File: src/rtl/gpio_pin_pkg.sv
package gpio_pin_pkg;

  typedef enum logic [1:0] {
    PM_INPUT  = 2'b00,
    PM_PUSH   = 2'b01,
    PM_OPEN   = 2'b10,
    PM_QUASI  = 2'b11
  } pin_mode_e;

  typedef struct packed {
    logic pull_dn;
    logic pull_up;
    logic weak_up;
  } pin_drive_t;

endpackage

File: src/rtl/gpio_pin_sync.sv
module gpio_pin_sync #(
  parameter int WIDTH  = 4,
  parameter int STAGES = 2
) (
  input  logic             clk,
  input  logic             rst_n,
  input  logic [WIDTH-1:0] async_i,
  output logic [WIDTH-1:0] sync_o
);

  logic [WIDTH-1:0] stage_q [STAGES];
  logic [WIDTH-1:0] stage_d [STAGES];

  generate
    for (genvar s = 0; s < STAGES; s++) begin : g_stage
      if (s == 0) begin : g_first
        always_comb stage_d[s] = async_i;
      end else begin : g_next
        always_comb stage_d[s] = stage_q[s-1];
      end

      always_ff @(posedge clk or negedge rst_n) begin
        if (!rst_n) stage_q[s] <= '0;
        else        stage_q[s] <= stage_d[s];
      end
    end
  endgenerate

  assign sync_o = stage_q[STAGES-1];

endmodule

File: src/rtl/gpio_qb_burst.sv
module gpio_qb_burst #(
  parameter int BURST_CYCLES = 2
) (
  input  logic clk,
  input  logic rst_n,
  input  logic is_quasi,
  input  logic dout,
  input  logic pin_low,
  output logic burst_on
);

  localparam int CNT_W = $clog2(BURST_CYCLES + 1);
  localparam int RUN_W = CNT_W + 1;
  localparam logic [CNT_W-1:0] CNT_LOAD = CNT_W'(BURST_CYCLES);
  localparam logic [RUN_W-1:0] RUN_MAX  = {RUN_W{1'b1}};

  logic             quasi_prev_q, dout_prev_q;
  logic [CNT_W-1:0] cnt_q, cnt_d;
  logic             cnt_en;
  logic             released, arm, cancel;

  // A release is either a 0->1 latch edge inside quasi mode, or an
  // entry into quasi mode with the latch already at 1.
  always_comb begin
    released = is_quasi && dout && (!quasi_prev_q || !dout_prev_q);
    arm      = released && pin_low;
    cancel   = !is_quasi || !dout;
  end

  always_comb begin
    cnt_en = 1'b0;
    cnt_d  = cnt_q;
    if (cancel) begin
      cnt_en = (cnt_q != '0);
      cnt_d  = '0;
    end else if (arm) begin
      cnt_en = 1'b1;
      cnt_d  = CNT_LOAD;
    end else if (cnt_q != '0) begin
      cnt_en = 1'b1;
      cnt_d  = cnt_q - 1'b1;
    end
  end

  always_ff @(posedge clk or negedge rst_n) begin
    if (!rst_n) begin
      quasi_prev_q <= 1'b1;
      dout_prev_q  <= 1'b1;
    end else begin
      quasi_prev_q <= is_quasi;
      dout_prev_q  <= dout;
    end
  end

  always_ff @(posedge clk or negedge rst_n) begin
    if (!rst_n)      cnt_q <= '0;
    else if (cnt_en) cnt_q <= cnt_d;
  end

  assign burst_on = (cnt_q != '0) && is_quasi && dout;

  // checker state: length of the current strong pull-up run
  logic [RUN_W-1:0] run_q;
  always_ff @(posedge clk or negedge rst_n) begin
    if (!rst_n)             run_q <= '0;
    else if (!burst_on)     run_q <= '0;
    else if (run_q != RUN_MAX) run_q <= run_q + 1'b1;
  end

  // a burst never lasts longer than its programmed length
  p_burst_len_r6: assert property (@(posedge clk) disable iff (!rst_n)
    run_q <= RUN_W'(BURST_CYCLES));

  // a burst only starts when the synchronized pin was seen low
  p_burst_needs_low_r7: assert property (@(posedge clk) disable iff (!rst_n)
    $rose(cnt_q != '0) |-> $past(pin_low));

  // with mode and latch steady and no burst running, none starts
  p_no_retrigger_r9: assert property (@(posedge clk) disable iff (!rst_n)
    (cnt_q == '0 && is_quasi && dout && quasi_prev_q && dout_prev_q)
      |=> (cnt_q == '0));

  // leaving quasi mode or clearing the latch empties the timer
  p_cancel_r10: assert property (@(posedge clk) disable iff (!rst_n)
    (!is_quasi || !dout) |=> (cnt_q == '0));

endmodule

File: src/rtl/gpio_drive_decode.sv
module gpio_drive_decode
  import gpio_pin_pkg::*;
(
  input  pin_mode_e  mode,
  input  logic       dout,
  input  logic       burst_on,
  output pin_drive_t drive
);

  always_comb begin
    drive = '0;
    unique case (mode)
      PM_INPUT: drive = '0;
      PM_PUSH: begin
        drive.pull_dn = !dout;
        drive.pull_up = dout;
      end
      PM_OPEN: begin
        drive.pull_dn = !dout;
      end
      PM_QUASI: begin
        drive.pull_dn = !dout;
        drive.weak_up = dout;
        drive.pull_up = dout && burst_on;
      end
      default: drive = '0;
    endcase
  end

endmodule

File: src/rtl/gpio_pin_ctrl.sv
module gpio_pin_ctrl
  import gpio_pin_pkg::*;
#(
  parameter int NUM_PINS     = 4,
  parameter int SYNC_STAGES  = 2,
  parameter int BURST_CYCLES = 2
) (
  input  logic                  clk,
  input  logic                  rst_n,
  input  logic [2*NUM_PINS-1:0] mode_i,
  input  logic [NUM_PINS-1:0]   dout_i,
  input  logic [NUM_PINS-1:0]   pad_i,
  output logic [NUM_PINS-1:0]   din_o,
  output logic [NUM_PINS-1:0]   pd_en_o,
  output logic [NUM_PINS-1:0]   pu_en_o,
  output logic [NUM_PINS-1:0]   wpu_en_o
);

  localparam int MODE_W = 2;

  logic [NUM_PINS-1:0] pin_sync;

  gpio_pin_sync #(
    .WIDTH  (NUM_PINS),
    .STAGES (SYNC_STAGES)
  ) u_sync (
    .clk     (clk),
    .rst_n   (rst_n),
    .async_i (pad_i),
    .sync_o  (pin_sync)
  );

  assign din_o = pin_sync;

  generate
    for (genvar p = 0; p < NUM_PINS; p++) begin : g_pin
      pin_mode_e  mode;
      logic       burst_on;
      pin_drive_t drive;

      assign mode = pin_mode_e'(mode_i[MODE_W*p +: MODE_W]);

      gpio_qb_burst #(
        .BURST_CYCLES (BURST_CYCLES)
      ) u_burst (
        .clk      (clk),
        .rst_n    (rst_n),
        .is_quasi (mode == PM_QUASI),
        .dout     (dout_i[p]),
        .pin_low  (!pin_sync[p]),
        .burst_on (burst_on)
      );

      gpio_drive_decode u_dec (
        .mode     (mode),
        .dout     (dout_i[p]),
        .burst_on (burst_on),
        .drive    (drive)
      );

      assign pd_en_o[p]  = drive.pull_dn;
      assign pu_en_o[p]  = drive.pull_up;
      assign wpu_en_o[p] = drive.weak_up;

      // pull-down never together with a pull-up
      p_no_fight_r11: assert property (@(posedge clk) disable iff (!rst_n)
        !(pd_en_o[p] && (pu_en_o[p] || wpu_en_o[p])));

      // input-only mode leaves the pad undriven
      p_input_quiet_r2: assert property (@(posedge clk) disable iff (!rst_n)
        (mode == PM_INPUT) |-> !(pd_en_o[p] || pu_en_o[p] || wpu_en_o[p]));
    end
  endgenerate

endmodule

File: config.mk
export PLATFORM = sky130hd
export DESIGN_NAME = gpio_pin_ctrl
export DESIGN_NICKNAME = d
export VERILOG_FILES = /design/src/rtl/gpio_pin_pkg.sv /design/src/rtl/gpio_pin_sync.sv /design/src/rtl/gpio_qb_burst.sv /design/src/rtl/gpio_drive_decode.sv /design/src/rtl/gpio_pin_ctrl.sv
export SDC_FILE = /design/constraint.sdc
export NUM_CORES = 1
export LEC_CHECK = 0
export ABC_AREA = 1
export BUFFER_PORTS_ARGS = -buffer_cell sky130_fd_sc_hd__buf_2
export CAP_MARGIN = 20
export CORE_UTILIZATION = 52
export CTS_CLUSTER_DIAMETER = 40
export DETAILED_ROUTE_END_ITERATION = 10
export GPL_TIMING_DRIVEN = 0
export PLACE_DENSITY = 0.81
export SLEW_MARGIN = 20
export SYNTH_ARGS = -nofsm -noshare
export SYNTH_HDL_FRONTEND = slang
export SYNTH_SLANG_ARGS = --single-unit
export TNS_END_PERCENT = 50
File: constraint.sdc
create_clock -name clk -period 3.15 [get_ports clk]
set_input_delay 0.63 -clock clk [delete_from_list [all_inputs] [get_ports clk]]
set_output_delay 0.63 -clock clk [all_outputs]
set_load 0.02 [all_outputs]
==> Yosys cells after proc, flatten, opt, wreduce, memory -nomap -nowiden <==
Index checks and enable logic that the tools add are counted.
{ "op_classes": {"mux": 36, "n_reduce_logical": 72, "eq_ne": 12, "addsub": 4} }
{ "ops": {"columns": ["op", "n"], "rows": [
  ["1-bit logical AND", 24],
  ["2-bit 2-to-1 mux", 12],
  ["1-bit zero test", 20],
  ["2-bit == test, second input constant", 8],
  ["1-bit 2-to-1 mux", 16],
  ["1-bit case mux with 2 select lines", 8],
  ["3-bit nonzero test", 4],
  ["3-bit OR reduction", 4],
  ["2-bit by 1-bit == test with 1-bit output, second input constant", 4],
  ["2-bit zero test", 4],
  ["1-bit logical OR", 8],
  ["2-bit AND reduction", 4],
  ["2-bit nonzero test", 4],
  ["2-bit by 1-bit subtractor with 2-bit output, second input constant", 4]
]} }
{ "totals": {"output_inout_bits": 16, "input_bits": 18, "ff_bits": 24} }

==> Depth between registers and ports, before layout <==
Gate-level depths: netlist of the first run.
{ "logic_depth": {"depth_word": 7, "depth_mapped": 6, "ltp_nobuf": 6} }

==> By module <==
From an unflattened synthesis of the first run, not the netlist that was laid out.
{ "hier_totals": {"hier_cells": 132, "area_unflattened_um2": 1101.1} }
{ "modules_own_cells": {"columns": ["mod", "seq_area_each_um2", "n_inst", "area_per_inst_um2", "cells_each"], "rows": [
  ["gpio_qb_burst", 102.6, 4, 186.4, 21],
  ["gpio_pin_sync", 200.2, 1, 200.2, 8],
  ["gpio_drive_decode", 0.0, 4, 27.5, 7],
  ["gpio_pin_ctrl", 0.0, 1, 45.0, 12]
]} }

==> Least setup slack after synthesis of the first run <==
OpenSTA, ideal clock, no wires.
{ "synth_path": {"path_kind": "in2out", "from": "input port dout_i[0]", "to": "output port pu_en_o[0]", "arrival_ns": 1.008, "n_path_buf": 0, "required_time_ns": 2.520, "path_stages": 2, "slack_ns": 1.512, "cell_sequence": "nand2_1 -> a21oi_1"} }
{ "synth_via": {"elab_chain_len": 3} }
{ "synth_lines": {"columns": ["item", "line_no", "source"], "rows": [
  ["start, declared", "gpio_pin_ctrl.sv:11", "input logic [NUM_PINS-1:0] dout_i,"],
  ["1-bit logical AND", "gpio_qb_burst.sv:60", "assign burst_on = (cnt_q != '0) && is_quasi && dout;"],
  ["1-bit logical AND", "gpio_drive_decode.sv:24", "drive.pull_up = dout && burst_on;"],
  ["1-bit case mux with 2 select lines *", "gpio_drive_decode.sv:12", "unique case (mode)"],
  ["end, declared", "gpio_pin_ctrl.sv:15", "output logic [NUM_PINS-1:0] pu_en_o,"]
]} }
Every way passes the cells marked *; elsewhere a longest branch is shown, timed or not.

==> Worst setup path in the final report of the first run <==
{ "layout_path": {"from": "register g_pin[0].u_burst.cnt_q[0]", "to": "output port pu_en_o[0]"} }
{ "layout_via": {"elab_chain_len": 5} }
{ "layout_lines": {"columns": ["item", "line_no", "source"], "rows": [
  ["start, declared", "gpio_qb_burst.sv:18", "logic [CNT_W-1:0] cnt_q, cnt_d;"],
  ["start signal, assigned", "gpio_qb_burst.sv:57", "else if (cnt_en) cnt_q <= cnt_d;"],
  ["2-bit nonzero test", "gpio_qb_burst.sv:60", null],
  ["1-bit logical AND (2 in a row)", "gpio_qb_burst.sv:60", null],
  ["1-bit logical AND", "gpio_drive_decode.sv:24", null],
  ["1-bit case mux with 2 select lines", "gpio_drive_decode.sv:12", null]
]} }
No other way between the ends.

==> results of run 1 <==
[critical path, delay by kind of cell, from the launching register on]
family	cells	cell delay, ns
buffers and inverters	2	0.23
DFF	1	0.39
AOI/OAI and AO/OA	1	0.17
adders and majority gates	1	0.24
[registers in the layout (all words and copies together), names as in the netlist]
signal                      flops
g_pin.u_burst.cnt_q             8
g_pin.u_burst.dout_prev_q       4
g_pin.u_burst.quasi_prev_q      4
u_sync.stage_d                  4
u_sync.sync_o                   4
[cell families after synthesis]
group	Yosys count	share of synthesized area [%]
buf+inv	22	8.108
simple gates	60	25.03
compound gates	8	4.818
flops	24	57.34
fa+ha+maj	4	4.701
[power groups by stage]
| stage | registers (mW) | logic (mW) | clock network [mW] |
|---|---|---|---|
| 6_report | 0.398 | 0.287 | 0.120 |
| 5_1_grt | 0.408 | 0.338 | 0.143 |
| 4_1_cts | 0.398 | 0.291 | 0.126 |
| 3_5_place_dp | 0.404 | 0.290 | 0 |
| 3_3_place_gp | 0.401 | 0.266 | 0 |
| 2_1_floorplan | 0.400 | 0.207 | 0 |
[cells in the final DEF (no fill, tap or decap)]
| cell | synthesis | layout |
|---|---|---|
| clkbuf_4 | 0 | 3 |
| clkinv_2 | 3 | 3 |
| nand4_1 | 1 | 1 |
| inv_2 | 2 | 2 |
| nand2_2 | 2 | 2 |
| dfrtp_1 | 16 | 16 |
| nand3_2 | 3 | 3 |
| inv_1 | 17 | 17 |
| nand3_1 | 6 | 6 |
| a21oi_1 | 5 | 5 |
| ha_1 | 4 | 4 |
| nand2_1 | 31 | 31 |
| nor2_1 | 14 | 14 |
| and2_1 | 3 | 3 |
| a21oi_2 | 3 | 3 |
| dfstp_2 | 8 | 8 |
| buf_2 | 0 | 33 |
[path summary, 6_finish.rpt]
path	end	slack, ns	depth (start not counted)	from
max in group asynchronous	g_pin[1].u_burst.dout_prev_q$_DFF_PN1_	2.52	1	rst_n
worst min-delay path	g_pin[3].u_burst.cnt_q[1]$_DFFE_PN0P_	0.28	1	rst_n
worst max register to register	g_pin[1].u_burst.cnt_q[0]$_DFFE_PN0P_	2.03	6	g_pin[1].u_burst.cnt_q[0]$_DFFE_PN0P_
worst max-delay path	pu_en_o[0]	1.20	4	g_pin[0].u_burst.cnt_q[0]$_DFFE_PN0P_
min in group clk	u_sync.sync_o[3]$_DFF_PN0_	0.36	0	u_sync.stage_d[3]$_DFF_PN0_
worst min register to register	u_sync.sync_o[3]$_DFF_PN0_	0.36	0	u_sync.stage_d[3]$_DFF_PN0_
[routing by layer]
layer  part of all wire [%]  global-route usage (%)
met1                     44                   20.96
met2                     52                   28.49
met3                    3.0                   4.615
met4                   0.78                   5.143
met5                      0                       0
[final cells by class]
type,instances,area [um^2]
clock buffer,3,22.52
fill,174,655.6
inverter,22,86.33
multi-input combinational,72,367.9
sequential,24,610.6
tap,27,33.78
timing repair buffer,33,165.2
==> results.sh, run 1 <==
export IMPL_cts_resized_gates=0
export IMPL_die_x_um=47.25
export IMPL_comb_power_share_pct=35.7
export IMPL_grt_max_degree=25
export IMPL_ios=34
export IMPL_synth_area_um2=1065
export IMPL_async_reset_ff_share_pct=100.0
export IMPL_syn_inst=118
export IMPL_min_period_ns=1.948
export IMPL_drt_iter0_drc=7
export IMPL_dp_slack_ns=1.416
export IMPL_synth_top_area_share_pct=37.60
export IMPL_fin_crit_sh_pct=61.83
export IMPL_required_ns=2.52
export IMPL_ant_nets=0
export IMPL_final_cells=181
export IMPL_swShare_pct=34.73
export IMPL_cts_buffers=3
export IMPL_cp_slowest_cell="dfrtp_1"
export IMPL_synthToLayoutAreaGrowth_pct=20.80
export IMPL_hp_class="input pin to asynchronous set/reset pin"
export IMPL_cp_start_kind="register"
export IMPL_max_stage_delay_ns=0.39
export IMPL_ys_types=15
export IMPL_cp_cell_sequence="inv_1 -> ha_1 -> a21oi_1 -> buf_2"
export IMPL_syn_nets=140
export IMPL_powerDensity_nw_per_um2=625.1
export IMPL_post_cts_buffers=0
export IMPL_place_congestion=0.7290
export IMPL_route_vias_total=834
export IMPL_finish_utilization_pct=66.24
export IMPL_cts_clk_slew_worst_paths_ns=0.11
export IMPL_setup_slack_ns=1.203
export IMPL_coreArea_um2=1942
export IMPL_dpl_cell_area_um2=1264
export IMPL_antenna_found_initial=0
export IMPL_relSlewSlack_pct=68.14
export IMPL_synth_most_common_cell="nand2_1"
export IMPL_rows=16
export IMPL_drive_gt1_share_pct=37.01
export IMPL_maxCapViolCount=0
export IMPL_synthFlopType="dfrtp_1"
export IMPL_placed_cells=178
export IMPL_design_area_um2=1286
export IMPL_diodes=0
export IMPL_fin_nets=178
export IMPL_synth_area_per_cell_um2=9.023
export IMPL_dr_pass1_iters=3
export IMPL_fmax_mhz=513.5
export IMPL_synthTopCellsByArea="dfrtp_1 (38%), dfstp_2 (20%), nand2_1 (11%)"
export IMPL_die_area_um2=2233
export IMPL_grt_ovfl_total=0
export IMPL_wire_per_inst_um=9.238
export IMPL_leakagePower_nw=0.7133
export IMPL_slew_viol_final=0
export IMPL_crit_arrival_ns=1.32
export IMPL_cp_max_fo=5
export IMPL_hpwl_um=1396
export IMPL_vdd_drop_max_mv=0.3346
export IMPL_p_clk_share_pct=14.9
export IMPL_hold_viol_final=0
export IMPL_grt_first_pass_wirelength_um=2580
export IMPL_endpoint_kind="output pin"
export IMPL_p_switching_mw=0.2792
export IMPL_port_buffers=33
export IMPL_clockBufferDepth=2
export IMPL_synth_edff_count=0
export IMPL_routed_wl_um=1672
export IMPL_status="finished clean"
export IMPL_hold_buffers=0
export IMPL_fin_hold_ws_ns=0.2766
export IMPL_worst_pin_slew_ns=0.4779
export IMPL_cts_max_level=1
export IMPL_track_usage_pct=16.83
export IMPL_yosys_warnings=0
export IMPL_intPower_mw=0.5248
export IMPL_root_buffer="clkbuf_4"
export IMPL_synth_largest_area_cell="dfrtp_1"
export IMPL_grt_setup_unrepaired="no"
export IMPL_die_h_um=47.25
export IMPL_crit_type="register to output pin"
export IMPL_total_power_mw=0.8041
export IMPL_grt_pass1_vias=669
export IMPL_setup_tns_final_ns=0
export IMPL_viasPerCell=4.608
export IMPL_worst_skew_pair_late_latency_ns=0.29
export IMPL_ys_seq_area_share_pct=57.34
export IMPL_start_util_pct=54.83
export IMPL_ys_ff_latch=24
export IMPL_cts_tree="done"
export IMPL_clock_sinks=24
export IMPL_drc=0
export IMPL_sequentialPowerShare_pct=49.5
export IMPL_synth_common_cells="nand2_1 (31), inv_1 (17), dfrtp_1 (16)"
export IMPL_fin_skew_ns=0.003725
export IMPL_finalSetupViolations=0
(Power assumes the default switching activity.)
==> run 2, diff against run 1 <==
CORE_UTILIZATION = 44   (was 52)
PLACE_DENSITY = 0.73   (was 0.81)
clock period = 1.6 ns   (was 3.15 ns; I/O delays follow)
==> results.sh, run 2 (synthesis results as in run 1) <==
export IMPL_worst_pin_slew_ns=0.5032
export IMPL_ios=34
export IMPL_max_stage_delay_ns=0.37
export IMPL_crit_arrival_ns=1.23
export IMPL_grt_pass1_vias=756
export IMPL_layout_commonest_cell="nand2_1"
export IMPL_fin_skew_ns=0.003474
export IMPL_min_period_ns=1.549
export IMPL_rows=17
export IMPL_routed_wl_um=1938
export IMPL_start_util_pct=47.23
export IMPL_fill_cells=196
export IMPL_final_cells=189
export IMPL_finish_utilization_pct=62.71
export IMPL_drive_gt1_share_pct=43.48
export IMPL_finalSetupViolations=0
export IMPL_grt_first_pass_wirelength_um=2994
export IMPL_cts_clk_slew_worst_paths_ns=0.12
export IMPL_ant_nets=0
export IMPL_wire_per_inst_um=10.25
export IMPL_dr_pass1_iters=2
export IMPL_hpwl_um=1413
export IMPL_port_buffers=33
export IMPL_hold_viol_final=0
export IMPL_dpl_cell_area_um2=1265
export IMPL_clock_sinks=24
export IMPL_worst_skew_pair_late_latency_ns=0.31
export IMPL_design_area_um2=1414
export IMPL_crit_type="register to output pin"
export IMPL_cp_slowest_cell="dfrtp_1"
export IMPL_grt_ovfl_total=0
export IMPL_die_h_um=51.19
export IMPL_synthToLayoutAreaGrowth_pct=32.79
export IMPL_grt_max_degree=25
export IMPL_powerDensity_nw_per_um2=1334
export IMPL_root_buffer="clkbuf_4"
export IMPL_placed_cells=179
export IMPL_cts_buffers=3
export IMPL_regMostFlops="g_pin.u_burst.cnt_q"
export IMPL_grt_setup_unrepaired="yes"
export IMPL_die_area_um2=2620
export IMPL_drt_iter0_drc=3
export IMPL_required_ns=1.28
export IMPL_cts_max_level=1
export IMPL_relSlewSlack_pct=66.46
export IMPL_status="finished clean"
export IMPL_leakagePower_nw=0.7551
export IMPL_antenna_found_initial=0
export IMPL_fmax_mhz=645.5
export IMPL_coreArea_um2=2255
export IMPL_fin_hold_ws_ns=0.1073
export IMPL_track_usage_pct=15.70
export IMPL_fin_crit_sh_pct=96.83
export IMPL_die_x_um=51.19
export IMPL_maxCapViolCount=0
export IMPL_place_congestion=0.7775
export IMPL_cts_tree="done"
export IMPL_cp_cell_sequence="inv_1 -> ha_2 -> a21oi_1 -> buf_4"
export IMPL_hp_class="input pin to register"
export IMPL_largest_reg_flops=8
export IMPL_viasPerCell=4.566
export IMPL_clockBufferDepth=2
export IMPL_final_cell_mix="nand2_1 (31), buf_2 (29), inv_1 (17), dfrtp_1 (16), nor2_1 (14)"
export IMPL_slew_viol_final=0
export IMPL_cp_start_kind="register"
export IMPL_fin_nets=184
export IMPL_drc=0
export IMPL_cp_max_fo=5
export IMPL_diodes=0
export IMPL_setup_slack_ns=0.05076
export IMPL_route_vias_total=863
export IMPL_endpoint_kind="output pin"
export IMPL_dp_slack_ns=0.3116
export IMPL_vdd_drop_max_mv=0.7516
-- run 2: cell count changes in the layout (fill, tap and decap cells not counted), sizes merged --
cell and change:
clkbuf +1, buf +5, dlygate4sd3 +1
-- run 2: critical path: cells and delay by family, from the launching register on --
family                   cells  cell delay, ns
buffers and inverters        2            0.20
adder cells (fa/ha/maj)      1            0.20
AO/OA/AOI/OAI                1            0.14
flip-flops                   1            0.37
-- run 2: per-layer routing --
| layer | track usage [%] | part of all wire (%) | wire length [um] |
|---|---|---|---|
| met1 | 16.83 | 41 | 793 |
| met2 | 28.29 | 52 | 1015 |
| met3 | 3.571 | 4.6 | 90 |
| met4 | 8.333 | 2.0 | 39 |
| met5 | 0 | 0 | 0 |
-- run 2: report_power, final --
| group | internal (mW) | switching, mW | total (mW) |
|---|---|---|---|
| combinational | 0.387 | 0.411 | 0.798 |
| sequential | 0.722 | 0.0563 | 0.778 |
| clock | 0.139 | 0.171 | 0.310 |
-- run 2: cell type report --
class / count / area (um^2) / area share (%)
clock buffer: 4 / 36.28 / 2.566
inverter: 22 / 86.33 / 6.106
multi-input combinational: 72 / 419.2 / 29.65
sequential: 24 / 610.6 / 43.19
tap: 28 / 35.03 / 2.478
timing repair buffer: 39 / 226.5 / 16.02
-- run 2: worst paths after layout --
path | endpoint | startpoint | slack [ns] | depth (start not counted)
setup / recovery | pu_en_o[0] | g_pin[0].u_burst.cnt_q[0]$_DFFE_PN0P_ | 0.05 | 4
setup reg to reg | g_pin[3].u_burst.cnt_q[0]$_DFFE_PN0P_ | g_pin[3].u_burst.cnt_q[0]$_DFFE_PN0P_ | 0.54 | 6
hold reg to reg | u_sync.sync_o[1]$_DFF_PN0_ | u_sync.stage_d[1]$_DFF_PN0_ | 0.36 | 0
hold / removal | u_sync.stage_d[1]$_DFF_PN0_ | pad_i[1] | 0.11 | 1
min in group asynchronous | g_pin[0].u_burst.cnt_q[1]$_DFFE_PN0P_ | rst_n | 0.49 | 2
max in group asynchronous | g_pin[3].u_burst.dout_prev_q$_DFF_PN1_ | rst_n | 0.74 | 2
-- run 2: what timing repair did --
action	in CTS	in global routing
buffers inserted	2	3
gates resized for setup	6	9
hold buffers	1	0
pin swaps	0	1
endpoints found under the hold margin	16	0
setup endpoints to repair	4	4
-- run 2: stage by stage --
| step | total power [mW] | TNS (ns) |
|---|---|---|
| final | 1.886 | 0 |
| after floorplan | 1.194 | 0 |
| after detailed placement | 1.356 | 0 |
| after global routing | 2.055 | -0.04752 |
| after global placement | 1.310 | 0 |
| after CTS | 1.732 | 0 |
